File: config.mk
export PLATFORM = sky130hd
export DESIGN_NAME = elw_cast_permuter
export DESIGN_NICKNAME = d
export VERILOG_FILES = /design/src/rtl/cast_pkg.sv /design/src/rtl/elw_byte_permute.sv /design/src/rtl/elw_pipe_ctrl.sv /design/src/rtl/elw_cast_permuter.sv
export SDC_FILE = /design/constraint.sdc
export NUM_CORES = 1
export LEC_CHECK = 0
export BUFFER_PORTS_ARGS = -buffer_cell sky130_fd_sc_hd__buf_2
export CAP_MARGIN = 20
export CORE_ASPECT_RATIO = 1.75
export CORE_MARGIN = 2
export CORE_UTILIZATION = 61
export CTS_CLUSTER_DIAMETER = 80
export DETAILED_ROUTE_END_ITERATION = 8
export GPL_TIMING_DRIVEN = 0
export HOLD_SLACK_MARGIN = 0.15
export PLACE_DENSITY = 0.83
export SLEW_MARGIN = 30
export SYNTH_ARGS = -nofsm -noshare
export SYNTH_HDL_FRONTEND = slang
export SYNTH_SLANG_ARGS = --single-unit
File: constraint.sdc
create_clock -name clk -period 4 [get_ports clk]
set_input_delay 0.8 -clock clk [delete_from_list [all_inputs] [get_ports clk]]
set_output_delay 0.8 -clock clk [all_outputs]
set_load 0.05 [all_outputs]
File: src/rtl/cast_pkg.sv
package cast_pkg;

  typedef enum logic [1:0] {
    SEW_E8  = 2'd0,
    SEW_E16 = 2'd1,
    SEW_E32 = 2'd2,
    SEW_E64 = 2'd3
  } sew_t;

  localparam int unsigned NUM_SEW = 4;

  function automatic int unsigned elem_bytes(input int unsigned code);
    return 32'd1 << code;
  endfunction

  // memory byte m -> register byte holding it, for a width code
  function automatic int unsigned mem_to_reg(input int unsigned m,
                                             input int unsigned code,
                                             input int unsigned nsec,
                                             input int unsigned secb);
    int unsigned eb, idx, b;
    eb  = elem_bytes(code);
    idx = m / eb;
    b   = m % eb;
    return (idx % nsec) * secb + (idx / nsec) * eb + b;
  endfunction

  // register byte r -> memory byte it holds, for a width code
  function automatic int unsigned reg_to_mem(input int unsigned r,
                                             input int unsigned code,
                                             input int unsigned nsec,
                                             input int unsigned secb);
    int unsigned eb, sec, off, slot, b;
    eb   = elem_bytes(code);
    sec  = r / secb;
    off  = r % secb;
    slot = off / eb;
    b    = off % eb;
    return (slot * nsec + sec) * eb + b;
  endfunction

endpackage

File: src/rtl/elw_byte_permute.sv
module elw_byte_permute #(
  parameter int unsigned NBYTES = 32,
  parameter int unsigned NSEC   = 4,
  parameter int unsigned SECB   = 8,
  parameter bit          GATHER = 1'b1
) (
  input  logic [NBYTES*8-1:0] din,
  input  logic [1:0]          sew,
  output logic [NBYTES*8-1:0] dout
);

  for (genvar g = 0; g < NBYTES; g++) begin : g_byte
    logic [7:0] cand [cast_pkg::NUM_SEW];
    for (genvar c = 0; c < cast_pkg::NUM_SEW; c++) begin : g_code
      if (GATHER) begin : g_gather
        localparam int unsigned FROM = cast_pkg::mem_to_reg(g, c, NSEC, SECB);
        assign cand[c] = din[FROM*8 +: 8];
      end else begin : g_scatter
        localparam int unsigned FROM = cast_pkg::reg_to_mem(g, c, NSEC, SECB);
        assign cand[c] = din[FROM*8 +: 8];
      end
    end
    assign dout[g*8 +: 8] = cand[sew];
  end

endmodule

File: src/rtl/elw_pipe_ctrl.sv
module elw_pipe_ctrl #(
  parameter int unsigned DEPTH = 2
) (
  input  logic             clk,
  input  logic             rst_n,
  input  logic             start_i,
  output logic [DEPTH-1:0] stage_vld_o
);

  always_ff @(posedge clk or negedge rst_n) begin
    if (!rst_n) begin
      stage_vld_o <= '0;
    end else begin
      for (int k = DEPTH - 1; k > 0; k--) begin
        stage_vld_o[k] <= stage_vld_o[k-1];
      end
      stage_vld_o[0] <= start_i;
    end
  end

endmodule

File: src/rtl/elw_cast_permuter.sv
module elw_cast_permuter #(
  parameter int unsigned VLEN = 256,
  parameter int unsigned SLEN = 64
) (
  input  logic            clk,
  input  logic            rst_n,
  input  logic            start_i,
  input  logic [1:0]      src_sew_i,
  input  logic [1:0]      dst_sew_i,
  input  logic [VLEN-1:0] vec_i,
  output logic [VLEN-1:0] vec_o,
  output logic            done_o
);

  localparam int unsigned NBYTES = VLEN / 8;
  localparam int unsigned NSEC   = VLEN / SLEN;
  localparam int unsigned SECB   = SLEN / 8;
  localparam int unsigned STAGES = 2;

  cast_pkg::sew_t src_code, dst_code, dst_q;
  assign src_code = cast_pkg::sew_t'(src_sew_i);
  assign dst_code = cast_pkg::sew_t'(dst_sew_i);

  logic [STAGES-1:0] stage_vld;
  logic              mid_valid;
  logic [VLEN-1:0]   mem_img, mem_q, reg_img;

  elw_pipe_ctrl #(.DEPTH(STAGES)) u_ctrl (
    .clk         (clk),
    .rst_n       (rst_n),
    .start_i     (start_i),
    .stage_vld_o (stage_vld)
  );

  assign mid_valid = stage_vld[0];
  assign done_o    = stage_vld[STAGES-1];

  // stage 1: register order at source width -> memory order
  elw_byte_permute #(.NBYTES(NBYTES), .NSEC(NSEC), .SECB(SECB), .GATHER(1'b1)) u_gather (
    .din  (vec_i),
    .sew  (src_code),
    .dout (mem_img)
  );

  always_ff @(posedge clk or negedge rst_n) begin
    if (!rst_n) begin
      mem_q <= '0;
      dst_q <= cast_pkg::SEW_E8;
    end else if (start_i) begin
      mem_q <= mem_img;
      dst_q <= dst_code;
    end
  end

  // stage 2: memory order -> register order at destination width
  elw_byte_permute #(.NBYTES(NBYTES), .NSEC(NSEC), .SECB(SECB), .GATHER(1'b0)) u_scatter (
    .din  (mem_q),
    .sew  (dst_q),
    .dout (reg_img)
  );

  always_ff @(posedge clk or negedge rst_n) begin
    if (!rst_n) begin
      vec_o <= '0;
    end else if (mid_valid) begin
      vec_o <= reg_img;
    end
  end

  // ---------------- assertions ----------------
  p_done_latency_r5: assert property (@(posedge clk) disable iff (!rst_n)
    start_i |-> ##2 done_o);

  p_done_cause_r5: assert property (@(posedge clk) disable iff (!rst_n)
    done_o |-> $past(start_i, 2));

  p_equal_sew_copy_r4: assert property (@(posedge clk) disable iff (!rst_n)
    (done_o && ($past(src_sew_i, 2) == $past(dst_sew_i, 2))) |-> (vec_o == $past(vec_i, 2)));

  p_hold_output_r6: assert property (@(posedge clk) disable iff (!rst_n)
    !mid_valid |=> $stable(vec_o));

  if (NSEC == 1) begin : g_flat
    p_flat_copy_r8: assert property (@(posedge clk) disable iff (!rst_n)
      done_o |-> (vec_o == $past(vec_i, 2)));
  end

endmodule

# Yosys cells after proc, flatten, opt, wreduce, memory -nomap -nowiden
# Cells that the tools add are included.
[op_classes]
n_mux = 192
bitwise_logic = 2
n_lt_le_gt_ge = 2
[op_table]
columns = ["op", "n"]
rows = [
  ["$bmux W8 S2", 64],
  ["$mux W8", 128],
  ["$ge A3 B3 Y1 const B", 2],
  ["$not A2 Y3", 2],
]
[totals]
elab_cells = 200
input_bits = 263
ff_bits = 516
output_inout_bits = 257

# Logic depth before layout (Yosys ltp)
# Gate-level depths: netlist of the first run.
[depth]
word_depth = 4
depth_mapped = 6
ltp_nobuf = 3

# By module
# A second synthesis of the first run with hierarchy kept.
[hier_totals]
hier_cells = 2137
hier_area_um2 = 30441.7
[by_module_without_submodules]
columns = ["mod", "area_each_um2", "instances", "seq_area_each_um2", "cells_each"]
rows = [
  ["elw_cast_permuter", 20002.9, 1, 12862.3, 1085],
  ["elw_byte_permute (u_scatter)", 5251.3, 1, 0.0, 543],
  ["elw_byte_permute (u_gather)", 5137.4, 1, 0.0, 507],
  ["elw_pipe_ctrl", 50.0, 1, 50.0, 2],
]

# Worst setup path before layout of the first run
# OpenSTA, ideal clock, no wires.
[synth_path]
kind = "input port to flip-flop"
from = "in src_sew_i[0]"
to = "reg mem_q[195]"
setup_ps = 125
path_stages = 6
path_buffers = 3
required_ps = 3875
arrival_ps = 1708
slack_ps = 2167
cell_sequence = "buf_6 buf_6 buf_6 mux2i_1 a21oi_1 mux2_2"
[synth_via]
elab_chain_len = 4
[synth_lines]
columns = ["item", "line", "text"]
rows = [
  ["start, declared", "elw_cast_permuter.sv:8", "input logic [1:0] src_sew_i,"],
  ["$not A2 Y3 (not written as such)", "elw_byte_permute.sv:23", "assign dout[g*8 +: 8] = cand[sew];"],
  ["$bmux W8 S2", "elw_byte_permute.sv:23", ""],
  ["$mux W8 (not written as such) (2 in a row)", "elw_byte_permute.sv:23", ""],
  ["end signal, assigned", "elw_cast_permuter.sv:50", "mem_q <= mem_img;"],
  ["end, declared", "elw_cast_permuter.sv:26", "logic [VLEN-1:0] mem_img, mem_q, reg_img;"],
]
# No other way between the ends. The select of a mux whose other input is x is not followed.
# A chain may end at the register's enable or synchronous reset.

==> metrics.yaml, run 1 <==
nNetsFinal: 3593
status: "complete, no violations"
yosysSeqAreaShare_pct: 45.1
dieArea_sq_mm: 0.0488
grt_pass1_wl_um: 191000
coreArea_sq_mm: 0.0466
grt_max_degree: 84
cp_num_buf_inv: 6
avgSynthCellArea_sq_um: 10.4
path_depth: 6
drtAntennaViolNets: 0
synth_cells: 2754
final_area_sq_mm: 0.0339
root_buffer: "clkbuf_16"
synth-edff-count: 0
synthFlopType: "dfrtp_1"
area_growth_pct: 18.4
cts_sinks: 516
max_slew.worst_pin.slew_ns: 1.07
slew_headroom_pct: 28.6
rrSetupSlack_ns: 1.50
placed_area_sq_mm: 0.0322
grtUsageTotal_pct: 54.4
grt_pass1_vias: 28768
vias: 27962
start_util_pct: 61.4
portBuffers: 517
syn-cell-area_sq_mm: 0.0286
end_kind: "async pin"
synth.largest_area_cell: "dfrtp_1"
min_path_type: "in -> reg"
ys_types: 27
synthArstFlopShare_pct: 100
routed_wl_um: 135000
critPathMaxStageDelay_ns: 0.57
grtUsageMet3_pct: 15.7
clock_latency_ns: 0.61
r2r_cells: 5
maxSlewViolCount: 0
crit_top_cell: "buf_16"
yosys-top-cells-count: "dfrtp_1, mux2i_1, a21oi_1, nor2_1, mux2_2"
cp_max_fo: 69
yosysWarnings: 0
path_class: "in -> async"
grt.overflow.total: 0
worstPathCellList: "dlygate4sd3_1 > buf_8 > buf_16 > buf_16 > buf_16 > buf_16"
vias_per_cell: 7.04
drc: 0
crit_path_start: "rst_n"
die_y_um: 291
cp-endpoint: "vec_o[141]"
cp_slowest_cell: "dlygate4sd3_1"
arrival_ns: 3.34
path_delay_family: "buffers and inverters"
ir_drop_mv: 0.519
cp.required_ns: 4.73
use_met2_pct: 82.4
synth.top_cells.by_area: "dfrtp_1, mux2i_1, mux2_2"
cts_tree: "yes"
syn_nets: 3017
synth.most_common_cell: "dfrtp_1"
met1_usage_pct: 59.1
num_rows: 105
start_kind: "input pin"
cts-buffers-inserted: 49
rsz0062_at_grt: "no"
fmax_mhz: 383
maxCapViolCount: 0
ys_seq_elements: 516
gp_congestion: 1.14
p_per_area_mw_per_mm2: 520
leakage_nw: 16.0
cts.clk_slew.worst_paths_ns: 0.07
busiest_layer: "met2"
fin_worst_skew_ns: 0.0224
drive_gt1_share_pct: 28.0
period_needed_ns: 2.61
hpwl_um: 103000
firstDrtPassIters: 8
htree_levels: 2
hold_viol: 0
r2r-end: "vec_o[100]"
post-route-period-util_pct: 65.2
reg2reg_from: "dst_q[0]"
detail_route.iter0.violations: 3611
fp.dieW_um: 168
ctsLongestPathBuffers: 3
final_util_pct: 72.7
cts_resized: 0
synth_top_area_share_pct: 45.1
setup_viol: 0
antenna_found_initial: 15
wl_per_cell_um: 34.0
io_pins: 520
-- cell type report --
class	count	area [sq um]
inverter	140	526
tap	588	736
fill	3440	12700
timing repair buffer	525	2800
antenna	13	32.5
clock inverter	29	349
sequential	516	12900
multi-input combinational	1862	13900
clock buffer	61	1340
buffer	236	1330
-- power breakdown --
| group | internal [mW] | switching [mW] |
|---|---|---|
| Clock | 2.85 | 2.26 |
| Combinational | 1.64 | 4.07 |
| Sequential | 6.02 | 0.802 |
| Total | 10.5 | 7.13 |
-- repair_timing --
action,CTS,global route
hold endpoints to repair,26,0
hold buffers,1,0
buffers inserted,0,0
-- registers in the layout, indices dropped and copies added, names as in the netlist --
name                count
mem_q                 256
dst_q                   2
vec_o                 256
u_ctrl.stage_vld_o      2
-- worst min-delay path by stage --
stage	from	end	depth (start not counted)
floorplan	u_ctrl.stage_vld_o[0]	u_ctrl.stage_vld_o[1]	0
global placement	u_ctrl.stage_vld_o[0]	u_ctrl.stage_vld_o[1]	0
detailed placement	u_ctrl.stage_vld_o[0]	u_ctrl.stage_vld_o[1]	0
CTS	start_i	u_ctrl.stage_vld_o[0]	1
global route	start_i	u_ctrl.stage_vld_o[0]	1
finish	start_i	u_ctrl.stage_vld_o[0]	1
-- cells in the final DEF (no fill, tap or decap), types with 16 or more instances in the layout --
cell	count
a211oi_1	80
a21oi_1	240
and2_1	39
buf_2	610
buf_4	49
buf_6	17
clkbuf_1	65
clkbuf_16	49
dfrtp_1	516
inv_1	140
mux2_2	160
mux2i_1	504
nand2b_1	113
nor2_1	192
nor2b_1	113
o21ai_0	137
o21ai_1	17
o221ai_1	152
o22a_1	16
o22ai_1	80
-- metal layers --
layer  vias to the layer above  part of all wire (%)
li1                      11069                     -
met1                     13369                    32
met2                      2564                    44
met3                       954                    11
met4                         6                    13
met5                         -                 0.034
-- worst reg2reg max path: stages, from the launching register on --
cell and delay, ns:
dfrtp_1 0.33, buf_4 0.19, inv_1 0.32, nand2_1 0.54, clkbuf_1 0.66, o221ai_1 0.29
-- stage by stage --
step                      worst slack [ns]  power (mW)  std cells  setup TNS (ns)  hold WS [ns]
after floorplan                       2.17        10.3       2754               0         0.415
after global placement               -8.22        12.2       3859        -4206.47         0.473
after detailed placement              1.38        12.4       3866               0         0.476
after CTS                             1.40        17.4       3957               0         0.316
after global routing                  1.16        18.0       3964               0         0.327
final                                 1.39        17.6       3970               0         0.322
-- logic make-up (layout without fill, tap and decap cells) --
| group | count (synthesis) | in the layout | synth area share (%) |
|---|---|---|---|
| AO/OA/AOI/OAI | 722 | 722 | 15.9 |
| multiplexers | 664 | 664 | 23.9 |
| flip-flops | 516 | 516 | 45.1 |
| AND/OR/NAND/NOR | 476 | 476 | 8.70 |
| buffers and inverters | 376 | 991 | 6.46 |
| other | 0 | 13 | 0 |
No activity file was read; power rests on OpenSTA's default activity.
==> run 2, diff against run 1 <==
ABC_AREA = 1   (was unset)
CORE_UTILIZATION = 51   (was 61)
PLACE_DENSITY = 0.74   (was 0.83)
clock period = 2.3 ns   (was 4 ns; I/O delays follow)
==> metrics.yaml, run 2 <==
io_pins: 520  # unchanged
error_line: "[ERROR GRT-0116] Global routing finished with congestion. Check the congestion regions in the DRC Viewer."
grt_max_degree: 89
yosysWarnings: 0  # unchanged
avgSynthCellArea_sq_um: 6.73  # was 10.4 sq um
cts-buffers-inserted: 48  # was 49
ctsLongestPathBuffers: 3  # unchanged
status: "stopped before the end"  # was complete, no violations
grt_pass1_wl_um: 290000
synth.top_cells.by_area: "dfrtp_1, nand2_1, nand3_1"  # was dfrtp_1, mux2i_1, mux2_2
portBuffers: 517  # unchanged
fp.dieW_um: 184  # was 168 um
yosysSeqAreaShare_pct: 44.7  # was 45.1%
yosys-top-cells-count: "nand2_1, nand3_1, dfrtp_1, o21ai_0, nor2_1"  # was dfrtp_1, mux2i_1, a21oi_1, nor2_1, mux2_2
start_util_pct: 51.5  # was 61.4%
hpwl_um: 138000  # was 103000 um
ys_types: 17  # was 27
syn-cell-area_sq_mm: 0.0289  # was 0.0286 sq mm
die_y_um: 319  # was 291 um
synthFlopType: "dfrtp_1"  # unchanged
lastStage: "global routing"
ys_seq_elements: 516  # unchanged
root_buffer: "clkbuf_16"  # unchanged
grt.overflow.total: 24
synth.largest_area_cell: "dfrtp_1"  # unchanged
synth.most_common_cell: "nand2_1"  # was dfrtp_1
syn_nets: 4557  # was 3017
synth_cells: 4294  # was 2754
grt_pass1_vias: 37766
num_rows: 115  # was 105
synthArstFlopShare_pct: 100  # unchanged
gp_congestion: 1.15  # was 1.14
synth_top_area_share_pct: 44.7  # was 45.1%
synth-edff-count: 0  # unchanged
htree_levels: 2  # unchanged
grtUsageTotal_pct: 70.1
cts_sinks: 516  # unchanged
run 2: cell count changes after synthesis, moves of 130 or more:
cell / previous run / this run
mux2i_1: 504 / 0
o221ai_1: 152 / 0
nand2_1: 11 / 1809
nand3_1: 0 / 619
o21ai_0: 137 / 267
mux2_2: 160 / 0
run 2: timing repair:
item                                   in CTS
setup buffers                               0
hold buffers                               20
gates resized for setup                     0
endpoints found under the hold margin      94
run 2: cells by family after synthesis:
| logic type | count (synthesis) | synth area share [%] |
|---|---|---|
| compound gates | 531 | 9.33 |
| buf+inv | 551 | 8.30 |
| flops | 516 | 44.7 |
| simple gates | 2696 | 37.7 |
run 2: routing by layer:
layer | global-route usage [%] | overflow
met2 | 91.6 | 10
met4 | 79.0 | 14
met1 | 71.5 | 0
met5 | 6.30 | 0
met3 | 41.7 | 0
run 2: per-stage QoR:
stage	area, sq um	std cells	worst slack (ns)	TNS (ns)
2_1_floorplan	28900	4294	0.979	0
3_3_place_gp	32400	5513	-9.58	-4894.55
3_5_place_dp	32600	5519	0.0565	0
4_1_cts	34400	5628	0.0849	0
==> run 3, diff against run 2 <==
CORE_ASPECT_RATIO = unset   (was 1.75)
CORE_UTILIZATION = 40   (was 51)
CTS_CLUSTER_DIAMETER = unset   (was 80)
HOLD_SLACK_MARGIN = unset   (was 0.15)
PLACE_DENSITY = unset   (was 0.74)
PLACE_DENSITY_LB_ADDON = 0.15   (was unset)
clock period = 3 ns   (was 2.3 ns; I/O delays follow)
==> metrics.yaml, run 3 <==
grtUsageTotal_pct: 42.9
maxSlewViolCount: 0
grt_pass1_wl_um: 227000
rsz0062_at_grt: "no"
arrival_ns: 2.90
cts_tree: "yes"
critPathMaxStageDelay_ns: 0.57
p_total_mw: 23.7
synth-simple-area-share_pct: 37.7  # unchanged
antenna_found_initial: 6
coreArea_sq_mm: 0.0715
synth.largest_area_cell: "dfrtp_1"  # unchanged
period_needed_ns: 2.16
synthMuxAreaShare_pct: 0  # unchanged
synth-compound-area-share_pct: 9.33  # unchanged
syn-cell-area_sq_mm: 0.0289  # unchanged
yosys-top-cells-count: "nand2_1, nand3_1, dfrtp_1, o21ai_0, nor2_1"  # unchanged
area_growth_pct: 20.4
hold_viol: 0
synth_cells: 4294  # unchanged
reg.largest.list: "mem_q x256, vec_o x256"
max_slew.worst_pin.slew_ns: 1.07
path_class: "in -> async"
start_util_pct: 40.4  # was 51.5%
status: "complete, no violations"  # was stopped before the end
min_path_type: "in -> reg"
clock_latency_ns: 0.63
vias_per_cell: 5.70
cp.required_ns: 3.74
start_kind: "input pin"
synthXorXnorAreaFrac_pct: 0  # unchanged
clkPwrFrac_pct: 31.0
slew_headroom_pct: 28.4
ir_drop_mv: 0.514
p_switching_mw: 9.84
cp_max_fo: 81
dieArea_sq_mm: 0.0745
yosysWarnings: 0  # unchanged
postCtsSetupBuffers: 0  # unchanged
nNetsFinal: 5140
yosysSeqAreaShare_pct: 44.7  # unchanged
synthArstFlopShare_pct: 100  # unchanged
leakage_nw: 18.7
root_buffer: "clkbuf_16"  # unchanged
cts_resized: 0  # unchanged
post-route-period-util_pct: 72.0
avgSynthCellArea_sq_um: 6.73  # unchanged
drive_gt1_share_pct: 16.6
cts_sinks: 516  # unchanged
ys_seq_elements: 516  # unchanged
portBuffers: 517  # unchanged
cp_num_buf_inv: 5
drc: 0
maxCapViolCount: 0
synth_fa_ha_area_share_pct: 0  # unchanged
cp_slowest_cell: "dlygate4sd3_1"
worstPathCellList: "dlygate4sd3_1 > buf_8 > buf_16 > buf_16 > buf_16"
dpl.cell_count: 5767  # was 5519
switching_share_pct: 41.5
detail_route.iter0.violations: 4910
synth_top_area_share_pct: 44.7  # unchanged
synth_top_family_by_area: "simple AND/OR/NAND/NOR gates"  # unchanged
grt_max_degree: 82
final_common_cell: "nand2_1"
htree_levels: 2  # unchanged
drtAntennaViolNets: 0
ctsLongestPathBuffers: 3  # unchanged
synthFlopType: "dfrtp_1"  # unchanged
pwr-share-seq_pct: 38.2
cts-buffers-inserted: 57  # was 48
io_pins: 520  # unchanged
firstDrtPassIters: 6
routed_wl_um: 163000
synth.most_common_cell: "nand2_1"  # unchanged
p_int_mw: 13.9
crit_top_cell: "buf_16"
ys_types: 17  # unchanged
p_per_area_mw_per_mm2: 681
synth.top_cells.by_area: "dfrtp_1, nand2_1, nand3_1"  # unchanged
grt_pass1_vias: 31182
gp_congestion: 1.07  # was 1.15
wl_per_cell_um: 27.7
stdcell_count: 5873
synth-edff-count: 0  # unchanged
num_rows: 98  # was 115
layout_common_cells: "nand2_1, buf_2, nand3_1"
setup_viol: 0
fin_worst_skew_ns: 0.0216
combPwrFrac_pct: 30.8
hpwl_um: 133000  # was 138000 um
path_delay_family: "buffers and inverters"
vias: 33501
grt.overflow.total: 0
cts.clk_slew.worst_paths_ns: 0.06
fp.dieW_um: 273  # was 184 um
die_y_um: 273  # was 319 um
fmax_mhz: 463
end_kind: "async pin"
syn_nets: 4557  # unchanged
## run 3: cell counts after synthesis
Identical to the previous run, type by type.
## run 3: area by class of cell
cell class,instances,area [sq um]
Sequential cell,516,12900
Fill cell,7649,36700
Timing Repair Buffer,524,2770
Buffer,308,1490
Tap cell,950,1190
Multi-Input combinational cell,3227,13600
Clock buffer,74,1560
Clock inverter,29,372
Antenna cell,2,5.00
Inverter,243,912
## run 3: metal layers
| layer | global-route usage [%] | share of wire (%) |
|---|---|---|
| met1 | 63.9 | 43 |
| met2 | 58.8 | 40 |
| met3 | 11.8 | 14 |
| met4 | 14.9 | 4.1 |
| met5 | 0 | 0.044 |
## run 3: per-stage QoR
stage	setup WS, ns	instance area (sq um)	setup TNS (ns)	hold slack, ns	utilization [%]
after CTS	0.770	34800	0	0.133	48.7
final	0.840	34800	0	0.147	48.7
after detailed placement	0.678	32900	0	0.453	46.0
after floorplan	1.54	28900	0	0.304	-
after global placement	-9.57	32700	-4885.17	0.451	45.7
after global routing	0.559	34800	0	0.148	48.7
## run 3: power by group through the flow
stage,combinational (mW),clock [mW],sequential (mW)
after global placement,7.05,0,9.07
after detailed placement,7.11,0,9.07
after global routing,7.72,7.68,9.08
after CTS,7.13,7.39,8.96
final,7.30,7.36,9.05
after floorplan,2.55,0,10.5
## run 3: cell families (layout without fill, tap and decap cells)
| group | Yosys count | count (layout) |
|---|---|---|
| DFF | 516 | 516 |
| buffers and inverters | 551 | 1178 |
| other | 0 | 2 |
| and+or+nand+nor | 2696 | 2696 |
| AOI/OAI and AO/OA | 531 | 531 |
## run 3: final timing paths
kind	start	slack [ns]	end	depth (start not counted)
worst max-delay path	rst_n	0.84	vec_o[94]	5
worst min-delay path	start_i	0.15	u_ctrl.stage_vld_o[0]	1
worst max register to register	u_ctrl.stage_vld_o[0]	0.86	vec_o[21]	4
worst min register to register	vec_o[0]	0.46	vec_o[0]	2
max in group clk	u_ctrl.stage_vld_o[0]	0.86	vec_o[21]	4
min in group asynchronous	rst_n	0.52	vec_o[251]	2
## run 3: worst reg2reg max path, stage by stage (launching register included)
cell	delay [ns]
dfrtp_1	0.58
buf_2	0.42
clkbuf_1	0.62
o21ai_0	0.24
o21ai_0	0.20
## run 3: repair_timing
action                                 CTS  global route
endpoints found under the hold margin   66             0
setup endpoints to repair                0             0
hold buffers                             1             0
